## config.mk

```make
export PLATFORM = sky130hd
export DESIGN_NAME = pcpwm_timer
export DESIGN_NICKNAME = d
export VERILOG_FILES = /design/src/rtl/pcpwm_pkg.sv /design/src/rtl/pcpwm_prescaler.sv /design/src/rtl/pcpwm_slope_ctr.sv /design/src/rtl/pcpwm_cmp_unit.sv /design/src/rtl/pcpwm_flag_bits.sv /design/src/rtl/pcpwm_timer.sv
export SDC_FILE = /design/constraint.sdc
export NUM_CORES = 1
export LEC_CHECK = 0
export ABC_AREA = 1
export CORE_AREA = 4 4 79 81
export CTS_BUF_LIST = sky130_fd_sc_hd__clkbuf_4 sky130_fd_sc_hd__clkbuf_8 sky130_fd_sc_hd__clkbuf_16
export DETAILED_ROUTE_END_ITERATION = 16
export DIE_AREA = 0 0 83 85
export SLEW_MARGIN = 20
export SYNTH_ARGS = -nofsm -noshare
export SYNTH_HDL_FRONTEND = slang
export SYNTH_SLANG_ARGS = --single-unit
export TNS_END_PERCENT = 50
```

## constraint.sdc

```tcl
create_clock -name clk -period 2.26 [get_ports clk]
set_clock_uncertainty 0.15 [all_clocks]
set_input_delay 0.226 -clock clk [delete_from_list [all_inputs] [get_ports clk]]
set_output_delay 0.226 -clock clk [all_outputs]
set_load 0.02 [all_outputs]
```

## src/rtl/pcpwm_pkg.sv

```systemverilog
// Package: shared widths, pin-mode encoding and prescaler decode.
// Assumes: select code 0 means stopped; other codes map to a power-of-two divide.
package pcpwm_pkg;

    localparam int CNT_W = 8;   // counter and compare width
    localparam int PRE_W = 10;  // prescaler width (largest divide is 2**PRE_W)

    typedef enum logic [1:0] {
        OM_OFF_A  = 2'd0,
        OM_OFF_B  = 2'd1,
        OM_NONINV = 2'd2,
        OM_INV    = 2'd3
    } om_e;

    // Number of low divider bits that must all be one for a tick.
    function automatic int sel_shift(input logic [2:0] sel);
        case (sel)
            3'd1:    return 0;
            3'd2:    return 3;
            3'd3:    return 5;
            3'd4:    return 6;
            3'd5:    return 7;
            3'd6:    return 8;
            default: return 10;
        endcase
    endfunction

endpackage

```

## src/rtl/pcpwm_prescaler.sv

```systemverilog
// Prescaler: a free-running divider that gives single-cycle tick enables.
// Assumes: sel==0 gives no ticks; the divider restarts at reset, so the first
// tick comes on the N-th edge after reset.
module pcpwm_prescaler #(
    parameter int PRE_W = pcpwm_pkg::PRE_W
) (
    input  logic       clk,
    input  logic       rst_n,
    input  logic [2:0] sel,
    output logic       tick
);
    localparam logic [PRE_W-1:0] ONE = PRE_W'(1);

    logic [PRE_W-1:0] div_q;
    logic [PRE_W-1:0] mask;

    // Free-running divide count.
    always_ff @(posedge clk) begin
        if (!rst_n) div_q <= '0;
        else        div_q <= div_q + ONE;
    end

    // Decode the select code into a low-bit mask and raise the tick when all masked bits are one.
    always_comb begin
        mask = (ONE << pcpwm_pkg::sel_shift(sel)) - ONE;
        tick = (sel != 3'd0) && ((div_q & mask) == mask);
    end
endmodule

```

## src/rtl/pcpwm_slope_ctr.sv

```systemverilog
// Slope counter: counts up to all-ones, then down to zero, one step per tick.
// Assumes: tick is a single-cycle enable; dir_up is the direction of the next step.
module pcpwm_slope_ctr #(
    parameter int W = pcpwm_pkg::CNT_W
) (
    input  logic         clk,
    input  logic         rst_n,
    input  logic         tick,
    output logic [W-1:0] cnt,
    output logic [W-1:0] nxt_cnt,
    output logic         dir_up
);
    localparam logic [W-1:0] TOP = {W{1'b1}};
    localparam logic [W-1:0] ONE = W'(1);

    // Value the counter takes on the next tick.
    always_comb begin
        nxt_cnt = dir_up ? (cnt + ONE) : (cnt - ONE);
    end

    // Step on tick and turn around at either end.
    always_ff @(posedge clk) begin
        if (!rst_n) begin
            cnt    <= '0;
            dir_up <= 1'b1;
        end else if (tick) begin
            cnt <= nxt_cnt;
            if (dir_up && nxt_cnt == TOP)    dir_up <= 1'b0;
            if (!dir_up && nxt_cnt == '0)    dir_up <= 1'b1;
        end
    end
endmodule

```

## src/rtl/pcpwm_cmp_unit.sv

```systemverilog
// Compare unit: staging buffer, active compare value and the non-inverted wave level.
// Assumes: the active value loads at the top; the level is forced to the
// rising-match level there, so edges stay symmetric about the bottom.
module pcpwm_cmp_unit #(
    parameter int W = pcpwm_pkg::CNT_W
) (
    input  logic         clk,
    input  logic         rst_n,
    input  logic         tick,
    input  logic [W-1:0] nxt_cnt,
    input  logic         step_up,
    input  logic         wr_en,
    input  logic [W-1:0] wr_data,
    output logic [W-1:0] act_cmp,
    output logic         wave_lvl,
    output logic         match_hit,
    output logic         bottom_hit
);
    localparam logic [W-1:0] TOP = {W{1'b1}};

    logic [W-1:0] buf_q;
    logic         at_top;

    // Event decode for this tick.
    always_comb begin
        at_top     = tick && (nxt_cnt == TOP);
        match_hit  = tick && (nxt_cnt == act_cmp);
        bottom_hit = tick && (nxt_cnt == '0);
    end

    // Staging buffer written by software.
    always_ff @(posedge clk) begin
        if (!rst_n)     buf_q <= '0;
        else if (wr_en) buf_q <= wr_data;
    end

    // Active compare value: copied from the buffer only at the top.
    always_ff @(posedge clk) begin
        if (!rst_n)      act_cmp <= '0;
        else if (at_top) act_cmp <= buf_q;
    end

    // Wave level: forced at the top, cleared on a rising match, set on a falling match (never for zero).
    always_ff @(posedge clk) begin
        if (!rst_n) begin
            wave_lvl <= 1'b0;
        end else if (at_top) begin
            wave_lvl <= (buf_q == TOP);
        end else if (match_hit) begin
            if (step_up)              wave_lvl <= 1'b0;
            else if (act_cmp != '0)   wave_lvl <= 1'b1;
        end
    end
endmodule

```

## src/rtl/pcpwm_flag_bits.sv

```systemverilog
// Flag bank: sticky flags, cleared by writing one; a set wins over a clear.
// Assumes: set inputs are single-cycle events.
module pcpwm_flag_bits #(
    parameter int NF = 2
) (
    input  logic          clk,
    input  logic          rst_n,
    input  logic [NF-1:0] set_i,
    input  logic          clr_en,
    input  logic [NF-1:0] clr_bits,
    output logic [NF-1:0] flag_o
);
    for (genvar g = 0; g < NF; g++) begin : g_flag
        // One sticky bit with write-one-to-clear.
        always_ff @(posedge clk) begin
            if (!rst_n)                    flag_o[g] <= 1'b0;
            else if (set_i[g])             flag_o[g] <= 1'b1;
            else if (clr_en && clr_bits[g]) flag_o[g] <= 1'b0;
        end
    end
endmodule

```

## src/rtl/pcpwm_timer.sv

```systemverilog
// Top: dual-slope PWM timer. It joins the prescaler, slope counter, compare unit
// and flag bank, and drives the pin according to out_mode.
// Assumes: synchronous active-low reset; out_mode acts on the pin at once.
module pcpwm_timer #(
    parameter int W     = pcpwm_pkg::CNT_W,
    parameter int PRE_W = pcpwm_pkg::PRE_W
) (
    input  logic         clk,
    input  logic         rst_n,
    input  logic [2:0]   clk_sel,
    input  logic [1:0]   out_mode,
    input  logic         cmp_wr_en,
    input  logic [W-1:0] cmp_wr_data,
    input  logic         flag_clr_en,
    input  logic [1:0]   flag_clr_data,
    output logic         pwm_out,
    output logic         ovf_flag,
    output logic         cmp_flag
);
    logic         tick;
    logic [W-1:0] cnt;
    logic [W-1:0] nxt_cnt;
    logic         dir_up;
    logic [W-1:0] act_cmp;
    logic         wave_lvl;
    logic         match_hit;
    logic         bottom_hit;
    logic [1:0]   flags;

    pcpwm_prescaler #(.PRE_W(PRE_W)) u_pre (
        .clk  (clk),
        .rst_n(rst_n),
        .sel  (clk_sel),
        .tick (tick)
    );

    pcpwm_slope_ctr #(.W(W)) u_ctr (
        .clk    (clk),
        .rst_n  (rst_n),
        .tick   (tick),
        .cnt    (cnt),
        .nxt_cnt(nxt_cnt),
        .dir_up (dir_up)
    );

    pcpwm_cmp_unit #(.W(W)) u_cmp (
        .clk       (clk),
        .rst_n     (rst_n),
        .tick      (tick),
        .nxt_cnt   (nxt_cnt),
        .step_up   (dir_up),
        .wr_en     (cmp_wr_en),
        .wr_data   (cmp_wr_data),
        .act_cmp   (act_cmp),
        .wave_lvl  (wave_lvl),
        .match_hit (match_hit),
        .bottom_hit(bottom_hit)
    );

    pcpwm_flag_bits #(.NF(2)) u_flags (
        .clk     (clk),
        .rst_n   (rst_n),
        .set_i   ({match_hit, bottom_hit}),
        .clr_en  (flag_clr_en),
        .clr_bits(flag_clr_data),
        .flag_o  (flags)
    );

    // Flag outputs: bit 0 overflow, bit 1 compare.
    always_comb begin
        ovf_flag = flags[0];
        cmp_flag = flags[1];
    end

    // Pin mux by mode.
    always_comb begin
        case (pcpwm_pkg::om_e'(out_mode))
            pcpwm_pkg::OM_NONINV: pwm_out = wave_lvl;
            pcpwm_pkg::OM_INV:    pwm_out = ~wave_lvl;
            default:              pwm_out = 1'b0;
        endcase
    end
endmodule

```

==> results by group <==
Outcome
  • Outcome: complete, but fails checks
  • Failing checks: setup timing

Layout
  • Fin area: 3130 um2
  • Fillcell total: 511
  • Synth-to-Final Area Change: 43.0%
  • ANT cells: 0
  • Layout cells sized above 1: 0.262
  • Nets: 411
  • Final cell count without fillers: 453

Detailed routing
  • Vias/cell: 4.76
  • Iteration-0 DRC Markers: 127
  • Residual DRC: 0
  • Vias: 2,157
  • Post-Route WL: 5430 um
  • Post-DR wirelength/cell: 12.0 um
  • Antenna-violating nets left: 0
  • TritonRoute pass-1 iters: 4

Synth
  • EDFF count, synth: 0
  • Seq/Total Area, Yosys: 0.348
  • Synth unique cells: 36
  • Syn Inst Count: 311
  • Cell area after synthesis: 2190 um2
  • Syn. warnings: 0
  • Most used DFF post-synth: dfxtp_1
  • Synthesis-stage register bit count: 38
  • Post-synth ARST share: 0
  • Mapped Nets: 341
  • Syn_area_per_cell: 7.03 um2

STA
  • RSZ-0062 raised after global routing: true
  • Period utilization: 1.03
  • Tmin final: 2.32 ns
  • Final-report setup violation count: 11
  • Fin. Hold Viols: 0
  • Fin. max-slew vios: 0
  • Final worst setup slack: -0.0572 ns
  • Setup TNS: -0.433 ns
  • Highest attainable clock frequency: 0.432 GHz

Clocking
  • CTS Sinks: 38
  • Clock Tree Buf Depth: 2
  • Htree depth: 2
  • CTS tree: yes
  • Clk pin slew, worst setup/hold paths: 0.08 ns
  • Root buffer cell: clkbuf_8
  • Clock latency on the worst-skew pair: 0.30 ns
  • Hold buffers post-CTS: 0
  • TritonCTS Buffers: 5

Setup path
  • Worst path max stage delay: 0.36 ns
  • Critical path's slowest cell: dfxtp_4
  • Crit start category: register
  • Setup CP Type: register to register
  • Req. time, crit path: 2.31 ns
  • Critical path depth: 12
  • R2R Setup Slk: -0.06 ns
  • Capturing point of the worst reg2reg path: u_cmp.wave_lvl
  • Crit path capture: u_cmp.wave_lvl
  • Reg2reg start: u_ctr.dir_up
  • Buf+Inv Stages, Crit Path: 3
  • Crit-path cells: buf_6 -> fa_2 -> buf_6 -> xnor2_4 -> buf_6 -> xor2_1 -> nor2_1 -> nand4_1 -> nor3_2 -> nand3_1 -> nand2_1 -> nor2_1
  • Crit path top cell by count: buf_6
  • Critical path capture point type: register
  • Worst Path Arrival: 2.37 ns
  • Crit path max fanout: 2
  • R2R depth: 12
  • Cell family with most CP delay: simple AND/OR/NAND/NOR gates
  • Crit. Startpoint: u_ctr.dir_up

Global routing
  • Global-route wire length before repair: 9180 um
  • GRT overflow: 0
  • GRT Util Overall: 0.159
  • Largest net degree at the start of global routing: 17
  • Number of global-route vias before repair: 2,051
  • Antenna violations before repair: 0

Die
  • Ports: 22
  • # rows: 27
  • Die height: 85 um
  • Die Area: 7060 um2
  • Initial core utilization: 0.400
  • Die X: 83 um
  • Core Region: 5470 um2

Worst hold path
  • Hold Path Class: register to register
  • WHS Path Cells: 2

Power and ir drop
  • VDD IR max: 0.268 mV
  • Leakage: 1.37 nW
  • PwrDens: 409 nW/um2

Place
  • Place WS: -0.219 ns
  • GP Congestion: 0.835
  • Port bufs: 21
  • DP Area: 2750 um2
  • Hpwl dp: 3890 um
  • Cell count after placement: 436

Job
  • Max cap viols: 0
-- worst min path at each step --
| stage | end | from |
|---|---|---|
| 3_5_place_dp | u_flags.flag_o[0] | u_flags.flag_o[0] |
| 6_report | u_flags.flag_o[0] | u_flags.flag_o[0] |
| 3_3_place_gp | u_pre.div_q[0] | u_pre.div_q[0] |
| 2_1_floorplan | u_flags.flag_o[0] | flag_clr_data[0] |
| 4_1_cts | u_flags.flag_o[0] | u_flags.flag_o[0] |
| 5_1_grt | u_flags.flag_o[1] | u_flags.flag_o[1] |
-- registers in the layout, indices dropped and copies added, names as in the netlist --
signal,cells
u_pre.div_q,10
u_flags.flag_o,2
u_cmp.buf_q,8
u_cmp.act_cmp,8
u_ctr.dir_up,1
u_cmp.wave_lvl,1
u_ctr.cnt,8
-- synth_stat cells, types with 2 or more instances --
cell type  number  share of area
nand3b_1        3          0.010
buf_2           2         0.0046
clkbuf_1        2         0.0034
o21ai_2         2         0.0080
a21oi_2         3          0.012
nand3_2         2         0.0092
xor2_1          3          0.012
dfxtp_1        38           0.35
xnor2_1         3          0.012
nor3_1          5          0.011
a31oi_1         2         0.0057
inv_1          44          0.076
nand4_1         5          0.014
ha_1           10          0.057
nand2_1        66           0.11
nor2_1         19          0.033
o21ai_0        24          0.055
a21oi_1        32          0.073
nand2_2         7          0.020
nor4_1          5          0.014
nand3_1        19          0.043
-- power by group --
group	internal [mW]	switching, mW	leakage (nW)	total [mW]
registers	0.683	0.00698	0.309	0.690
clock network	0.224	0.244	0.0407	0.467
logic	0.0625	0.0599	1.02	0.122
-- cells by family after synthesis --
family / after synthesis / share of synthesized area
other cells: 1 / 0.00171
simple gates: 137 / 0.298
buf+inv: 53 / 0.101
compound gates: 65 / 0.161
flops: 38 / 0.348
fa+ha+maj: 11 / 0.0664
xor+xnor: 6 / 0.0240
-- layout by cell type (no fill, tap or decap), types with 3 or more instances in the layout --
cell / synthesis / final
o21ai_0: 24 / 22
nor2_1: 19 / 19
buf_6: 0 / 4
nand3_1: 19 / 14
nand2_4: 0 / 4
nand2_1: 66 / 59
xor2_1: 3 / 3
nand3b_1: 3 / 3
ha_4: 0 / 4
nand4_1: 5 / 5
inv_1: 44 / 42
ha_1: 10 / 5
dfxtp_1: 38 / 37
a21oi_2: 3 / 5
clkdlybuf4s50_1: 0 / 21
nand2_2: 7 / 10
a21oi_1: 32 / 30
nor3_1: 5 / 4
buf_4: 1 / 42
nor4_1: 5 / 5
clkbuf_8: 0 / 5
nand3_2: 2 / 5
-- per-stage QoR --
step	total power [mW]	hold slack [ns]	utilization
finish	1.28	0.313	0.571
global route	1.33	0.345	0.571
detailed placement	0.827	0.306	0.503
global placement	0.826	0.310	0.503
floorplan	0.767	0.253	-
CTS	1.29	0.317	0.555
-- tightest hold or removal path: stages, from the launching register on --
cell and delay [ns]:
dfxtp_1 0.31, nand2_1 0.06, a21oi_1 0.05
-- per-layer routing --
| metal | part of all wire | routed length [um] | GRT usage |
|---|---|---|---|
| met1 | 0.45 | 2430 | 0.196 |
| met2 | 0.48 | 2590 | 0.275 |
| met3 | 0.053 | 289 | 0.0350 |
| met4 | 0.022 | 118 | 0.0579 |
| met5 | 0 | 0 | 0 |
-- layout make-up --
cell class,count,area [um2],share of cell area
Inverter,46,175,0.0560
Tap cell,72,90.1,0.0288
Clock inverter,1,7.51,0.00240
Clock buffer,6,76.3,0.0244
Sequential cell,38,764,0.244
Timing Repair Buffer,70,638,0.204
Multi-Input combinational cell,220,1380,0.440
-- what timing repair did --
item / CTS / global route
buffers inserted: 8 / 2
gates resized for setup: 27 / 14
pin swaps: 8 / 12
cloned: 1 / 0
endpoints found under the setup margin: 12 / 14
Power figures use the tool's default switching activity.
